`src/rtl/fh_pkg.sv`:
```
package fh_pkg;

    localparam int ADDR_W      = 32;
    localparam int PORT_W      = 16;
    localparam int KEY_W       = 2 * PORT_W;
    localparam int ROT_AMT     = 8;
    localparam int FOLD_SHIFT  = 16;
    localparam int FOLD_KEEP   = 20;
    localparam int SLOT_BITS   = 11;
    localparam int INDEX_W     = SLOT_BITS + 1;
    localparam int TABLE_DEPTH = 1 << INDEX_W;
    localparam int TUPLE_W     = 2 * ADDR_W + 2 * PORT_W;

    typedef struct packed {
        logic [ADDR_W-1:0] saddr;
        logic [ADDR_W-1:0] daddr;
        logic [PORT_W-1:0] sport;
        logic [PORT_W-1:0] dport;
    } tuple_t;

    typedef logic [KEY_W-1:0]   key_t;
    typedef logic [ADDR_W-1:0]  word_t;
    typedef logic [INDEX_W-1:0] index_t;

    function automatic word_t rotl(input word_t w, input int amt);
        return (w << amt) | (w >> (ADDR_W - amt));
    endfunction

    function automatic index_t fold_to_index(input word_t m);
        word_t upper;
        word_t lower;
        word_t f;
        upper = m >> FOLD_SHIFT;
        lower = m & word_t'((64'd1 << FOLD_KEEP) - 64'd1);
        f     = upper ^ lower;
        return {f[SLOT_BITS-1:0], 1'b0};
    endfunction

endpackage

```
`src/rtl/fh_pipe_reg.sv`:
```
module fh_pipe_reg #(
    parameter int W  = 32,
    parameter bit EN = 1'b1
) (
    input  logic         clk,
    input  logic         rst,
    input  logic         i_valid,
    input  logic [W-1:0] i_data,
    output logic         o_valid,
    output logic [W-1:0] o_data
);

    generate
        if (EN) begin : g_reg
            always_ff @(posedge clk) begin
                if (rst) begin
                    o_valid <= 1'b0;
                    o_data  <= '0;
                end else begin
                    o_valid <= i_valid;
                    o_data  <= i_data;
                end
            end
        end else begin : g_wire
            assign o_valid = i_valid;
            assign o_data  = i_data;
        end
    endgenerate

endmodule

```
`src/rtl/fh_mix.sv`:
```
module fh_mix
    import fh_pkg::*;
(
    input  tuple_t tup,
    output word_t  mixed
);

    key_t  key;
    word_t sel;

    always_comb begin
        key   = {tup.sport, tup.dport};
        sel   = (key & tup.daddr) | (~key & tup.saddr);
        mixed = key ^ tup.daddr ^ tup.saddr ^ rotl(sel, ROT_AMT);
    end

endmodule

```
`src/rtl/fh_fold.sv`:
```
module fh_fold
    import fh_pkg::*;
(
    input  word_t  mixed,
    output index_t index
);

    always_comb begin
        index = fold_to_index(mixed);
    end

endmodule

```
`src/rtl/flow_hash_unit.sv`:
```
module flow_hash_unit
    import fh_pkg::*;
#(
    parameter bit REG_IN  = 1'b1,
    parameter bit REG_MID = 1'b1,
    parameter bit REG_OUT = 1'b1
) (
    input  logic        clk,
    input  logic        rst,
    input  logic        in_valid,
    input  logic [31:0] in_saddr,
    input  logic [31:0] in_daddr,
    input  logic [15:0] in_sport,
    input  logic [15:0] in_dport,
    output logic        out_valid,
    output logic [11:0] out_index
);

    localparam int LATENCY = int'(REG_IN) + int'(REG_MID) + int'(REG_OUT);

    tuple_t in_tup;
    tuple_t a_tup;
    logic   a_valid;
    word_t  a_mix;
    word_t  b_mix;
    logic   b_valid;
    index_t b_idx;

    assign in_tup = '{saddr: in_saddr, daddr: in_daddr,
                      sport: in_sport, dport: in_dport};

    fh_pipe_reg #(.W(TUPLE_W), .EN(REG_IN)) u_in_reg (
        .clk     (clk),
        .rst     (rst),
        .i_valid (in_valid),
        .i_data  (in_tup),
        .o_valid (a_valid),
        .o_data  (a_tup)
    );

    fh_mix u_mix (
        .tup   (a_tup),
        .mixed (a_mix)
    );

    fh_pipe_reg #(.W(ADDR_W), .EN(REG_MID)) u_mid_reg (
        .clk     (clk),
        .rst     (rst),
        .i_valid (a_valid),
        .i_data  (a_mix),
        .o_valid (b_valid),
        .o_data  (b_mix)
    );

    fh_fold u_fold (
        .mixed (b_mix),
        .index (b_idx)
    );

    fh_pipe_reg #(.W(INDEX_W), .EN(REG_OUT)) u_out_reg (
        .clk     (clk),
        .rst     (rst),
        .i_valid (b_valid),
        .i_data  (b_idx),
        .o_valid (out_valid),
        .o_data  (out_index)
    );

endmodule

```
`config.mk`:
```
export PLATFORM = sky130hd
export DESIGN_NAME = flow_hash_unit
export DESIGN_NICKNAME = d
export VERILOG_FILES = /design/src/rtl/fh_pkg.sv /design/src/rtl/fh_pipe_reg.sv /design/src/rtl/fh_mix.sv /design/src/rtl/fh_fold.sv /design/src/rtl/flow_hash_unit.sv
export SDC_FILE = /design/constraint.sdc
export NUM_CORES = 1
export LEC_CHECK = 0
export BUFFER_PORTS_ARGS = -buffer_cell sky130_fd_sc_hd__buf_2
export CAP_MARGIN = 0
export CORE_MARGIN = 3
export CORE_UTILIZATION = 51
export CTS_CLUSTER_DIAMETER = 80
export DETAILED_ROUTE_END_ITERATION = 7
export HOLD_SLACK_MARGIN = 0.06
export PLACE_DENSITY = 0.77
export SLEW_MARGIN = 20
export SYNTH_ARGS = -nofsm -noshare
export SYNTH_HDL_FRONTEND = slang
export SYNTH_HIERARCHICAL = 1
export SYNTH_SLANG_ARGS = --single-unit
```
`constraint.sdc`:
```
create_clock -name clk -period 1.25 [get_ports clk]
set_input_delay 0.1875 -clock clk [delete_from_list [all_inputs] [get_ports clk]]
set_output_delay 0.1875 -clock clk [all_outputs]
set_load 0.01 [all_outputs]
```
; ---- Word level (Yosys, flattened, before mapping)
; Cells that the tools add are included.
; W data, S select, Z words.
[word_totals]
ff_bits = 138
in_bits = 99
mem_bits_rw = 0
latch_bits = 0
output_inout_bits = 13
wordCells = 16
mem_bits_ro = 0
mem_count = 0
[op_classes]
n_mux = 0
multipliers = 0
n_lt_le_gt_ge = 0
add_sub_neg = 0
n_reduce_logical = 0
n_div = 0
n_shift = 0
n_bitwise = 9
eq_ne = 0
[op_table]
columns = op, n
row1 = $xor A27 B27 Y27, 3
row2 = $and A32 B32 Y32, 2
row3 = $not A32 Y32, 1
row4 = $or A32 B32 Y32, 1
row5 = $or A27 B8 Y27, 1
row6 = $xor A11 B11 Y11, 1

; ---- Depth between registers and ports, before layout
; Gate-level depths: netlist of run 1.
[depth]
word_depth = 5
ltp_mapped = 3
mapped_depth_nobuf = 3

; ---- Cells and area by module
; Netlist of run 1, hierarchy kept.
[by_module_without_submodules]
columns = mod, n_inst, area_per_inst_um2, cells_per_inst
row1 = fh_pipe_reg (u_in_reg), 1, 2608.8, 204
row2 = fh_mix, 1, 1321.3, 96
row3 = fh_pipe_reg (u_mid_reg), 1, 889.6, 69
row4 = fh_pipe_reg (u_out_reg), 1, 395.4, 27
row5 = fh_fold, 1, 107.6, 13

; ---- Least setup slack after synthesis of run 1
; OpenSTA, ideal clock, no wires.
[synth_path]
path_kind = reg-to-reg
from = reg u_in_reg.o_data[54]
to = reg u_mid_reg.o_data[22]
path_slack_ns = 0.194
period_less_slack_ns = 1.056
t_arrival_ns = 0.942
stages_incl_launch_ff = 4
t_required_ns = 1.136
n_path_buf = 0
cell_sequence = dfxtp_1 xnor3_1 xor2_1 nor2b_1
[synth_between]
elab_chain_len = 3
[synth_rtl]
columns = element, line_no
row1 = from (decl), fh_pipe_reg.sv:10  ; output logic [W-1:0] o_data
row2 = from (signal assigned), fh_pipe_reg.sv:21  ; o_data <= i_data;
row3 = $xor A27 B27 Y27 (3 in series), fh_mix.sv:14  ; mixed = key ^ tup.daddr ^ tup.saddr ^ rotl(sel, ROT_AMT);
row4 = net a_mix[22], flow_hash_unit.sv:24  ; word_t a_mix;
row5 = to (signal assigned), fh_pipe_reg.sv:21
row6 = to (decl), fh_pipe_reg.sv:10
; The timed path passes the listed nets, and every way through them passes these cells.
; A chain may end at the register's enable or synchronous reset.

; ---- Worst setup path after layout of run 1
[layout_path]
from = in rst
to = reg u_in_reg.o_data[34]
[layout_lines]
columns = element, line_no
row1 = from (decl), flow_hash_unit.sv:9  ; input logic rst,
; No word-level cell between the ends.

==> metrics, run 1 <==
status completed; critical path class input pin to flip-flop; Initial DRC Count 44; RSZ-0062 raised after global routing false; syn_nets 458; Worst path most repeated cell dlygate4sd3_1; fin cells 701; insertion delay to the later sink of the worst-skew pair between 0.5 and 0.6 ns; Vias 3096; Power Total around 0.011 W; initial antenna violation count 0; fin nets approximately 680; Lkg Pwr between 3 and 4 nW; H-tree levels 4; Post-CTS Setup Repair Bufs 0; core region area roughly 8800 um^2; clock power share 0.447; Peak VDD IR 1440 uV; critical path cell sequence dlygate4sd3_1, buf_4, nor2b_1, dlygate4sd3_1; setup TNS 0 ns; die width approximately 100 um; Top Family by Delay on Critical Path buffers and inverters; period utilization 0.960; Reg2Reg Setup Slack 0.11 ns; DRC violations left 0; Post-Syn Instances 359; sw frac 0.230; worst endpoint data arrival time 1.59 ns; GP Congestion approximately 0.73; CP startpoint rst; Setup WS pre-CTS just over 0.1 ns; pin count of the biggest net entering global routing around 70; Pre-antenna DRT Iters 4; syn avg cell area around 13 um^2; DIE AREA slightly above 10000 um^2; Final Core Density 0.782; Starting Density 0.528; P per Cell Area around 1600 nW/um^2; CTS clk-pin slew, worst paths approximately 0.06 ns; sequential share of power 0.437; final setup violation count 0; crit path buf inv count 3; Reg2Reg Depth 3; Reg2Reg Launch Point u_in_reg/o_data[57]$_SDFF_PP0_; synthesized cell area ~4600 um^2; min Tclk post-route 1.20 ns; clk sink count roughly 130; DRT Wirelength 9.33 mm; Antenna Nets Post-Route 0; Max stage delay cell, worst path dlygate4sd3_1; min-delay src in_daddr[12]; dpl cells ~570; Resized cells post-CTS 0; crit-path max cell delay roughly 0.56 ns; Post-DP HPWL about 5 mm; Worst Hold Class input pin to flip-flop; wire length on met2 around 5.2 mm; first-pass GRT wire length about 15 mm; commonest non-fill, non-tap cell in the layout dfxtp_1; Fin Clk Skew roughly 0.0080 ns; CTS tree built; startpoint types input pin; met1 wire length approximately 3.5 mm; DR vias/cell 4.42; number of CTS-inserted buffers 17; vias in the first global route 3465; Syn. warnings 6; RR Endpoint u_mid_reg/o_data[25]$_SDFF_PP0_; I/O Pins 112; combinational share of power 0.116; final worst setup slack around 0.05 ns; gr ovfl total 0; Syn-to-layout area delta 48.2%; clock root cell clkbuf_8; max frequency ~830 MHz; Hold Vio Cnt, Final 0; GRT Util Overall 0.196; die height around 100 um; Critical Path End Type flip-flop; Critical Path RT 1.64 ns; Rows 34; CP Max Fanout 15; CTS Buffer Depth 2; per-cell routed wire length 13.3 um; Net Switching between 0.002 and 0.0025 W; worst-case hold path end point u_in_reg/o_data[44]$_SDFF_PP0_; Antenna Diode Count 0; Top Layer Used met4; max-cap check violation count 0; share of cells above drive strength 1 0.268; met3 WL ~440 um; Pint about 0.0083 W; number of I/O port buffers around 110; hold path cells 3; most frequent cells in the layout 133 x dfxtp_1, 120 x nor2b_1, 110 x buf_2; max-slew violations 0
==> worst max-delay path by stage <==
| stage | depth (start not counted) | slack, ns | endpoint |
|---|---|---|---|
| after floorplan | 3 | 0.19 | u_mid_reg/o_data[24]$_SDFF_PP0_ |
| after global placement | 3 | 0.15 | u_mid_reg/o_data[4]$_SDFF_PP0_ |
| after detailed placement | 3 | 0.10 | u_mid_reg/o_data[25]$_SDFF_PP0_ |
| after CTS | 1 | 0.05 | out_index[6] |
| after global routing | 1 | 0.04 | out_index[7] |
| final | 4 | 0.05 | u_in_reg/o_data[34]$_SDFF_PP0_ |
==> routing by layer <==
layer,vias up,track usage
met3,20,0.0702
met1,1414,0.182
li1,1571,-
met2,91,0.376
met5,-,0
met4,0,0.0890
==> sequential cells by signal, indices dropped and copies added (netlist names) <==
name and count:
u_out_reg/o_data 12, u_mid_reg/o_data 22, u_in_reg/o_data 96, u_out_reg/o_valid 1, u_mid_reg/o_valid 1, u_in_reg/o_valid 1
==> per-stage QoR <==
stage	instance area [um^2]	hold slack, ns
after floorplan	4650	0.259
after global placement	5280	0.396
after detailed placement	5280	0.400
after CTS	6890	0.384
after global routing	6890	0.410
final	6890	0.417
==> power by group through the flow <==
stage | Sequential [W] | Combinational, W | Clock, W
floorplan | 0.00481 | 0.000691 | 0
global placement | 0.00480 | 0.000971 | 0
detailed placement | 0.00481 | 0.000993 | 0
CTS | 0.00472 | 0.00125 | 0.00496
global route | 0.00475 | 0.00138 | 0.00512
finish | 0.00472 | 0.00126 | 0.00483
==> repair_timing <==
| item | CTS | global route |
|---|---|---|
| endpoints found under the hold margin | 102 | 0 |
| setup endpoints to repair | 0 | 0 |
| hold buffers | 102 | 0 |
==> worst register-to-register path, stage by stage, from the launching register on <==
cell and delay (ns):
dfxtp_1 0.34, xnor3_1 0.41, xor2_1 0.15, nor2b_1 0.13
==> cell type report <==
class	count	area (um^2)
multi-input cells	211	1880
well taps	108	135
repair buffers	217	1620
clock buffers	18	418
clock inverters	14	168
fillers	514	1920
flip-flops and latches	133	2660
No activity file was read; power rests on OpenSTA's default activity.
==> run 2: changes to the inputs <==
Settings changed: PLACE_DENSITY 0.77 to 0.76, REMOVE_ABC_BUFFERS set to 1.
==> run 2 against run 1 <==
Against the previous run:
- core utilization rose by 1.4 points
- flip-flop and latch count did not move
- critical path depth did not move
- design area rose by 1.8%
- power rose by 5.2%
- clock-buffer cell count did not move
- via count barely moved
- sequential power barely moved
- combinational power rose by 3%
- global-route usage fell by 0.78 points
- wire length fell by 0.93%
- critical endpoint is now u_in_reg/o_data[90]$_SDFF_PP0_
- largest cell class unchanged
- largest power group unchanged
==> metrics, run 2 (same netlist as run 1, synthesis figures left out) <==
Largest Register u_in_reg/o_data (unchanged); number of I/O port buffers 111 (unchanged); CTS clk-pin slew, worst paths 0.06 ns (about the same); CP Max Fanout 14 (was 15); number of CTS-inserted buffers 17 (unchanged); min Tclk post-route 1.21 ns (was 1.20 ns); per-cell routed wire length 13.2 um (was 13.3 um); max-cap check violation count 0 (unchanged); share of cells above drive strength 1 0.268 (about the same); CTS Buffer Depth 2 (unchanged); GP Congestion 0.710 (was 0.730); Syn-to-layout area delta 50.8% (was 48.2%); pin count of the biggest net entering global routing 67 (was 71); clock root cell clkbuf_8 (unchanged); vias in the first global route 3467 (was 3465); Most Crowded Layer GR met2 (unchanged); H-tree levels 4 (unchanged); DRT Wirelength 9.24 mm (was 9.33 mm); max frequency 824 MHz (was 833 MHz); most frequent cells in the layout 133 x dfxtp_1, 119 x nor2b_1, 110 x buf_2 (was 133 x dfxtp_1, 120 x nor2b_1, 110 x buf_2); I/O Pins 112 (unchanged); Peak VDD IR 919 uV (was 1440 uV); Post-DP HPWL 4.85 mm (was 4.98 mm); worst endpoint data arrival time 1.65 ns (was 1.59 ns); Rows 34 (unchanged); fin nets 682 (was 679); DR vias/cell 4.41 (was 4.42); GRT Util Overall 0.188 (was 0.196); Largest register FFs 96 (unchanged); Critical Path RT 1.68 ns (was 1.64 ns); max-slew violations 0 (unchanged); dpl cells 568 (was 567); die width 101 um (unchanged); Power Total 0.0114 W (was 0.0108 W); M3 GR Usage 0.0496 (was 0.0702); Hold Vio Cnt, Final 0 (unchanged); P per Cell Area 1620 nW/um^2 (was 1570 nW/um^2); Antenna Diode Count 0 (unchanged); Initial DRC Count 43 (was 44); CTS tree built (unchanged); Vias 3097 (was 3096); first-pass GRT wire length 14.9 mm (was 15.0 mm); setup TNS 0 ns (unchanged); die height 101 um (unchanged); fill count 509 (was 514); commonest non-fill, non-tap cell in the layout dfxtp_1 (unchanged); grt met1 use 0.190 (was 0.182); Starting Density 0.528 (unchanged); clk sink count 133 (unchanged); post-route cell area 7010 um^2 (was 6890 um^2); DIE AREA 10300 um^2 (unchanged); Antenna Nets Post-Route 0 (unchanged); Pre-antenna DRT Iters 3 (was 4); Worst Hold Class input pin to flip-flop (unchanged); RSZ-0062 raised after global routing false (unchanged); startpoint types input pin (unchanged); Fin Clk Skew 0.00700 ns (was 0.00796 ns); status completed (unchanged); biggest registers after layout u_in_reg/o_data (96), u_mid_reg/o_data (22), u_out_reg/o_data (12) (unchanged); met2 usage in global routing 0.361 (was 0.376); DRC violations left 0 (unchanged); critical path class input pin to flip-flop (unchanged); insertion delay to the later sink of the worst-skew pair 0.50 ns (was 0.51 ns); core region area 8810 um^2 (unchanged); gr ovfl total 0 (unchanged); Lkg Pwr 3.16 nW (was 3.11 nW); initial antenna violation count 0 (unchanged); final setup violation count 0 (unchanged); Critical Path End Type flip-flop (unchanged); period utilization 0.971 (was 0.960); placed instance area 5310 um^2 (was 5280 um^2); fin cells 702 (was 701)
[run 2: routing by layer]
metal  wire length [um]  up-vias  share of wire
met2               5270       76           0.57
met3                332       16          0.036
met4                133        0          0.014
met5                  0        -              0
met1               3500     1432           0.38
li1                   -     1573              -
[run 2: path summary, 6_finish.rpt]
kind                               endpoint  depth (start not counted)  slack, ns                            from
max          u_in_reg/o_data[90]$_SDFF_PP0_                          4       0.04                             rst
min          u_in_reg/o_data[17]$_SDFF_PP0_                          3       0.43                     in_sport[1]
max reg2reg  u_mid_reg/o_data[5]$_SDFF_PP0_                          3       0.08  u_in_reg/o_data[69]$_SDFF_PP0_
min reg2reg    u_mid_reg/o_valid$_SDFF_PP0_                          1       0.45     u_in_reg/o_valid$_SDFF_PP0_
[run 2: repair_timing]
| action | CTS | global route |
|---|---|---|
| hold endpoints to repair | 102 | 0 |
| buffers inserted | 0 | 0 |
| hold buffers | 104 | 0 |
| setup endpoints to repair | 0 | 1 |
| resized for setup | 0 | 2 |
[run 2: power by group]
part	switching, W	leakage, nW	internal [W]
registers	0.000138	1.11	0.00457
clock network	0.00173	0.307	0.00363
logic	0.000425	1.75	0.000872
total	0.00230	3.16	0.00907
[run 2: worst max-delay path, cell delays in order]
cell and delay, ns:
dlygate4sd3_1 0.57, buf_6 0.17, nor2b_2 0.14, dlygate4sd3_1 0.58
[run 2: per-stage QoR]
step | hold WS, ns | util | setup WS (ns)
after floorplan | 0.252 | - | 0.194
after global placement | 0.394 | 0.603 | 0.158
after detailed placement | 0.399 | 0.603 | 0.121
after CTS | 0.402 | 0.795 | 0.0781
after global routing | 0.417 | 0.796 | 0.0146
final | 0.427 | 0.796 | 0.0366
[run 2: final cells by class]
class | count | area, um^2 | area share
Tap cell | 108 | 135 | 0.0193
Multi-Input combinational cell | 211 | 1890 | 0.269
Clock buffer | 18 | 418 | 0.0596
Clock inverter | 12 | 230 | 0.0328
Timing Repair Buffer | 220 | 1680 | 0.239
Sequential cell | 133 | 2660 | 0.380
==> run 3: changes to the inputs <==
Settings changed: CELL_PAD_IN_SITES_DETAIL_PLACEMENT set to 2, CELL_PAD_IN_SITES_GLOBAL_PLACEMENT set to 2, CORE_UTILIZATION 51 to 36, CTS_CLUSTER_SIZE set to 25, PLACE_DENSITY 0.76 to 0.8.
==> run 3 against run 2 <==
Against the previous run:
- register-to-register slack got worse by 0.07 ns
- worst setup slack got worse by 0.029 ns
- die area grew 39%
- clock power decreased by 13%
- clock skew barely moved
- highest routed layer unchanged
- critical path type is now flip-flop to flip-flop
- wire length grew 75%
- design area shrank 0.91%
- sequential power grew 1%
- worst hold slack got worse by 0.28 ns
- global-route usage increased by 4.6 points
==> metrics, run 3 (same netlist as run 1, synthesis figures left out) <==
most frequent cells in the layout 129 x dfxtp_1, 116 x nor2b_1, 110 x buf_2 (was 133 x dfxtp_1, 119 x nor2b_1, 110 x buf_2); Lkg Pwr 3.11 nW (was 3.16 nW); Vias 3269 (was 3097); pin count of the biggest net entering global routing 56 (was 67); I/O Pins 112 (unchanged); RR Endpoint u_mid_reg/o_data[2]$_SDFF_PP0_ (was u_mid_reg/o_data[5]$_SDFF_PP0_); H-tree levels 4 (unchanged); GRT Util Overall 0.233 (was 0.188); per-cell routed wire length 21.2 um (was 13.2 um); DIE AREA 14300 um^2 (was 10300 um^2); period utilization 0.994 (was 0.971); clk sink count 133 (unchanged); worst endpoint data arrival time 1.54 ns (was 1.65 ns); biggest registers after layout u_in_reg/o_data (96), u_mid_reg/o_data (22), u_out_reg/o_data (12) (unchanged); Reg2Reg Setup Slack 0.008 ns (was 0.08 ns); CTS Buffer Depth 2 (unchanged); die height 120 um (was 101 um); Syn-to-layout area delta 49.5% (was 50.8%); Starting Density 0.377 (was 0.528); number of CTS-inserted buffers 17 (unchanged); Reg2Reg Depth 3 (unchanged); number of I/O port buffers 111 (unchanged); Critical Path End Type flip-flop (unchanged); core region area 12300 um^2 (was 8810 um^2); min-delay src rst (was in_sport[1]); Critical Path RT 1.55 ns (was 1.68 ns); DR vias/cell 4.30 (was 4.41); CTS clk-pin slew, worst paths 0.06 ns (about the same); critical path cell sequence xnor3_1, xor2_1, nor2b_4 (was dlygate4sd3_1, buf_6, nor2b_2, dlygate4sd3_1); share of cells above drive strength 1 0.282 (was 0.268); GP Congestion 0.672 (was 0.710); Antenna Nets Post-Route 0 (unchanged); placed instance area 5390 um^2 (was 5310 um^2); crit-path max cell delay 0.44 ns (was 0.58 ns); fin nets 679 (was 682); Initial DRC Count 161 (was 43); max-cap check violation count 0 (unchanged); commonest non-fill, non-tap cell in the layout dfxtp_1 (unchanged); Peak VDD IR 1010 uV (was 919 uV); RSZ-0062 raised after global routing true (was false); Reg2Reg Launch Point u_in_reg/o_data[2]$_SDFF_PP0_ (was u_in_reg/o_data[69]$_SDFF_PP0_); initial antenna violation count 0 (unchanged); Post-DP HPWL 6.96 mm (was 4.85 mm); DRC violations left 0 (unchanged); Fin Clk Skew 0.00671 ns (was 0.00700 ns); Rows 40 (was 34); die width 120 um (was 101 um); critical path class flip-flop to flip-flop (was input pin to flip-flop); P per Cell Area 1560 nW/um^2 (was 1620 nW/um^2); hold path cells 2 (was 3); Max stage delay cell, worst path xnor3_1 (was dlygate4sd3_1); DRT Wirelength 16.1 mm (was 9.24 mm); max-slew violations 0 (unchanged); max frequency 805 MHz (was 824 MHz); status completed (unchanged); clock root cell clkbuf_16 (was clkbuf_8); startpoint types flip-flop (was input pin); fill count 1175 (was 509); Pre-antenna DRT Iters 4 (was 3); final setup violation count 0 (unchanged); CP Max Fanout 2 (was 14); Worst Hold Class input pin to flip-flop (unchanged); setup TNS 0 ns (unchanged); min Tclk post-route 1.24 ns (was 1.21 ns); Largest Register u_in_reg/o_data (unchanged); insertion delay to the later sink of the worst-skew pair 0.41 ns (was 0.50 ns); worst-case hold path end point u_mid_reg/o_data[24]$_SDFF_PP0_ (was u_in_reg/o_data[17]$_SDFF_PP0_); Antenna Diode Count 0 (unchanged); first-pass GRT wire length 24.4 mm (was 14.9 mm); post-route cell area 6950 um^2 (was 7010 um^2); Largest register FFs 96 (unchanged); vias in the first global route 4141 (was 3467); CTS tree built (unchanged); gr ovfl total 0 (unchanged); Hold Vio Cnt, Final 0 (unchanged)
-- run 3: cell count changes in the layout (fill, tap and decap cells not counted), moves of 4 or more --
cell	previous run	this run
buf_4	2	8
bufinv_16	6	0
clkbuf_1	1	6
dfxtp_1	133	129
clkinv_4	4	0
dlygate4sd3_1	104	97
clkbuf_8	1	6
-- run 3: worst max-delay path: cells and delay by family, from the launching register on --
kind	cells	cell delay, ns
xor+xnor	2	0.61
flops	1	0.36
simple gates	1	0.15
-- run 3: layout make-up --
cell class | count | area [um^2] | share of cell area
clock buffer | 29 | 531 | 0.0764
sequential | 133 | 2670 | 0.384
timing repair buffer | 217 | 1620 | 0.233
clock inverter | 3 | 15.0 | 0.00216
multi-input combinational | 211 | 1900 | 0.273
tap | 168 | 210 | 0.0303
-- run 3: where the power goes --
group | total (W) | switching (W) | internal (W)
clock | 0.00466 | 0.00181 | 0.00285
combinational | 0.00143 | 0.000559 | 0.000874
sequential | 0.00476 | 0.000182 | 0.00458
-- run 3: layer usage --
metal  track usage  up-vias  part of all wire
met2         0.492       84              0.61
met3        0.0471       22             0.030
met4        0.0759        0             0.018
met1         0.218     1600              0.35
met5             0        -                 0
li1              -     1563                 -
-- run 3: worst max path at each step --
stage / cells past startpoint / start / endpoint / slack [ns]
4_1_cts: 3 / u_in_reg/o_data[56]$_SDFF_PP0_ / u_mid_reg/o_data[24]$_SDFF_PP0_ / 0.04
6_report: 3 / u_in_reg/o_data[2]$_SDFF_PP0_ / u_mid_reg/o_data[2]$_SDFF_PP0_ / 0.008
5_1_grt: 3 / u_in_reg/o_data[82]$_SDFF_PP0_ / u_mid_reg/o_data[18]$_SDFF_PP0_ / -0.02
3_5_place_dp: 3 / u_in_reg/o_data[56]$_SDFF_PP0_ / u_mid_reg/o_data[24]$_SDFF_PP0_ / 0.09
3_3_place_gp: 3 / u_in_reg/o_data[72]$_SDFF_PP0_ / u_mid_reg/o_data[8]$_SDFF_PP0_ / 0.16
2_1_floorplan: 3 / u_in_reg/o_data[56]$_SDFF_PP0_ / u_mid_reg/o_data[24]$_SDFF_PP0_ / 0.19
-- run 3: metrics by stage --
step           worst slack (ns)  hold WS (ns)   util  cells  total power [W]
3_5_place_dp             0.0944         0.405  0.438    630          0.00587
2_1_floorplan             0.194         0.252      -    344          0.00543
6_report                0.00791         0.149  0.564    761           0.0108
4_1_cts                  0.0400        0.0642  0.560    758           0.0107
5_1_grt                 -0.0230         0.151  0.564    761           0.0113
3_3_place_gp              0.159         0.397  0.438    630          0.00579
-- run 3: what timing repair did --
| item | 4_1_cts | 5_1_grt |
|---|---|---|
| endpoints found under the hold margin | 96 | 1 |
| hold buffers | 96 | 1 |
| setup buffers | 0 | 2 |
| endpoints found under the setup margin | 0 | 5 |
| resized for setup | 0 | 10 |
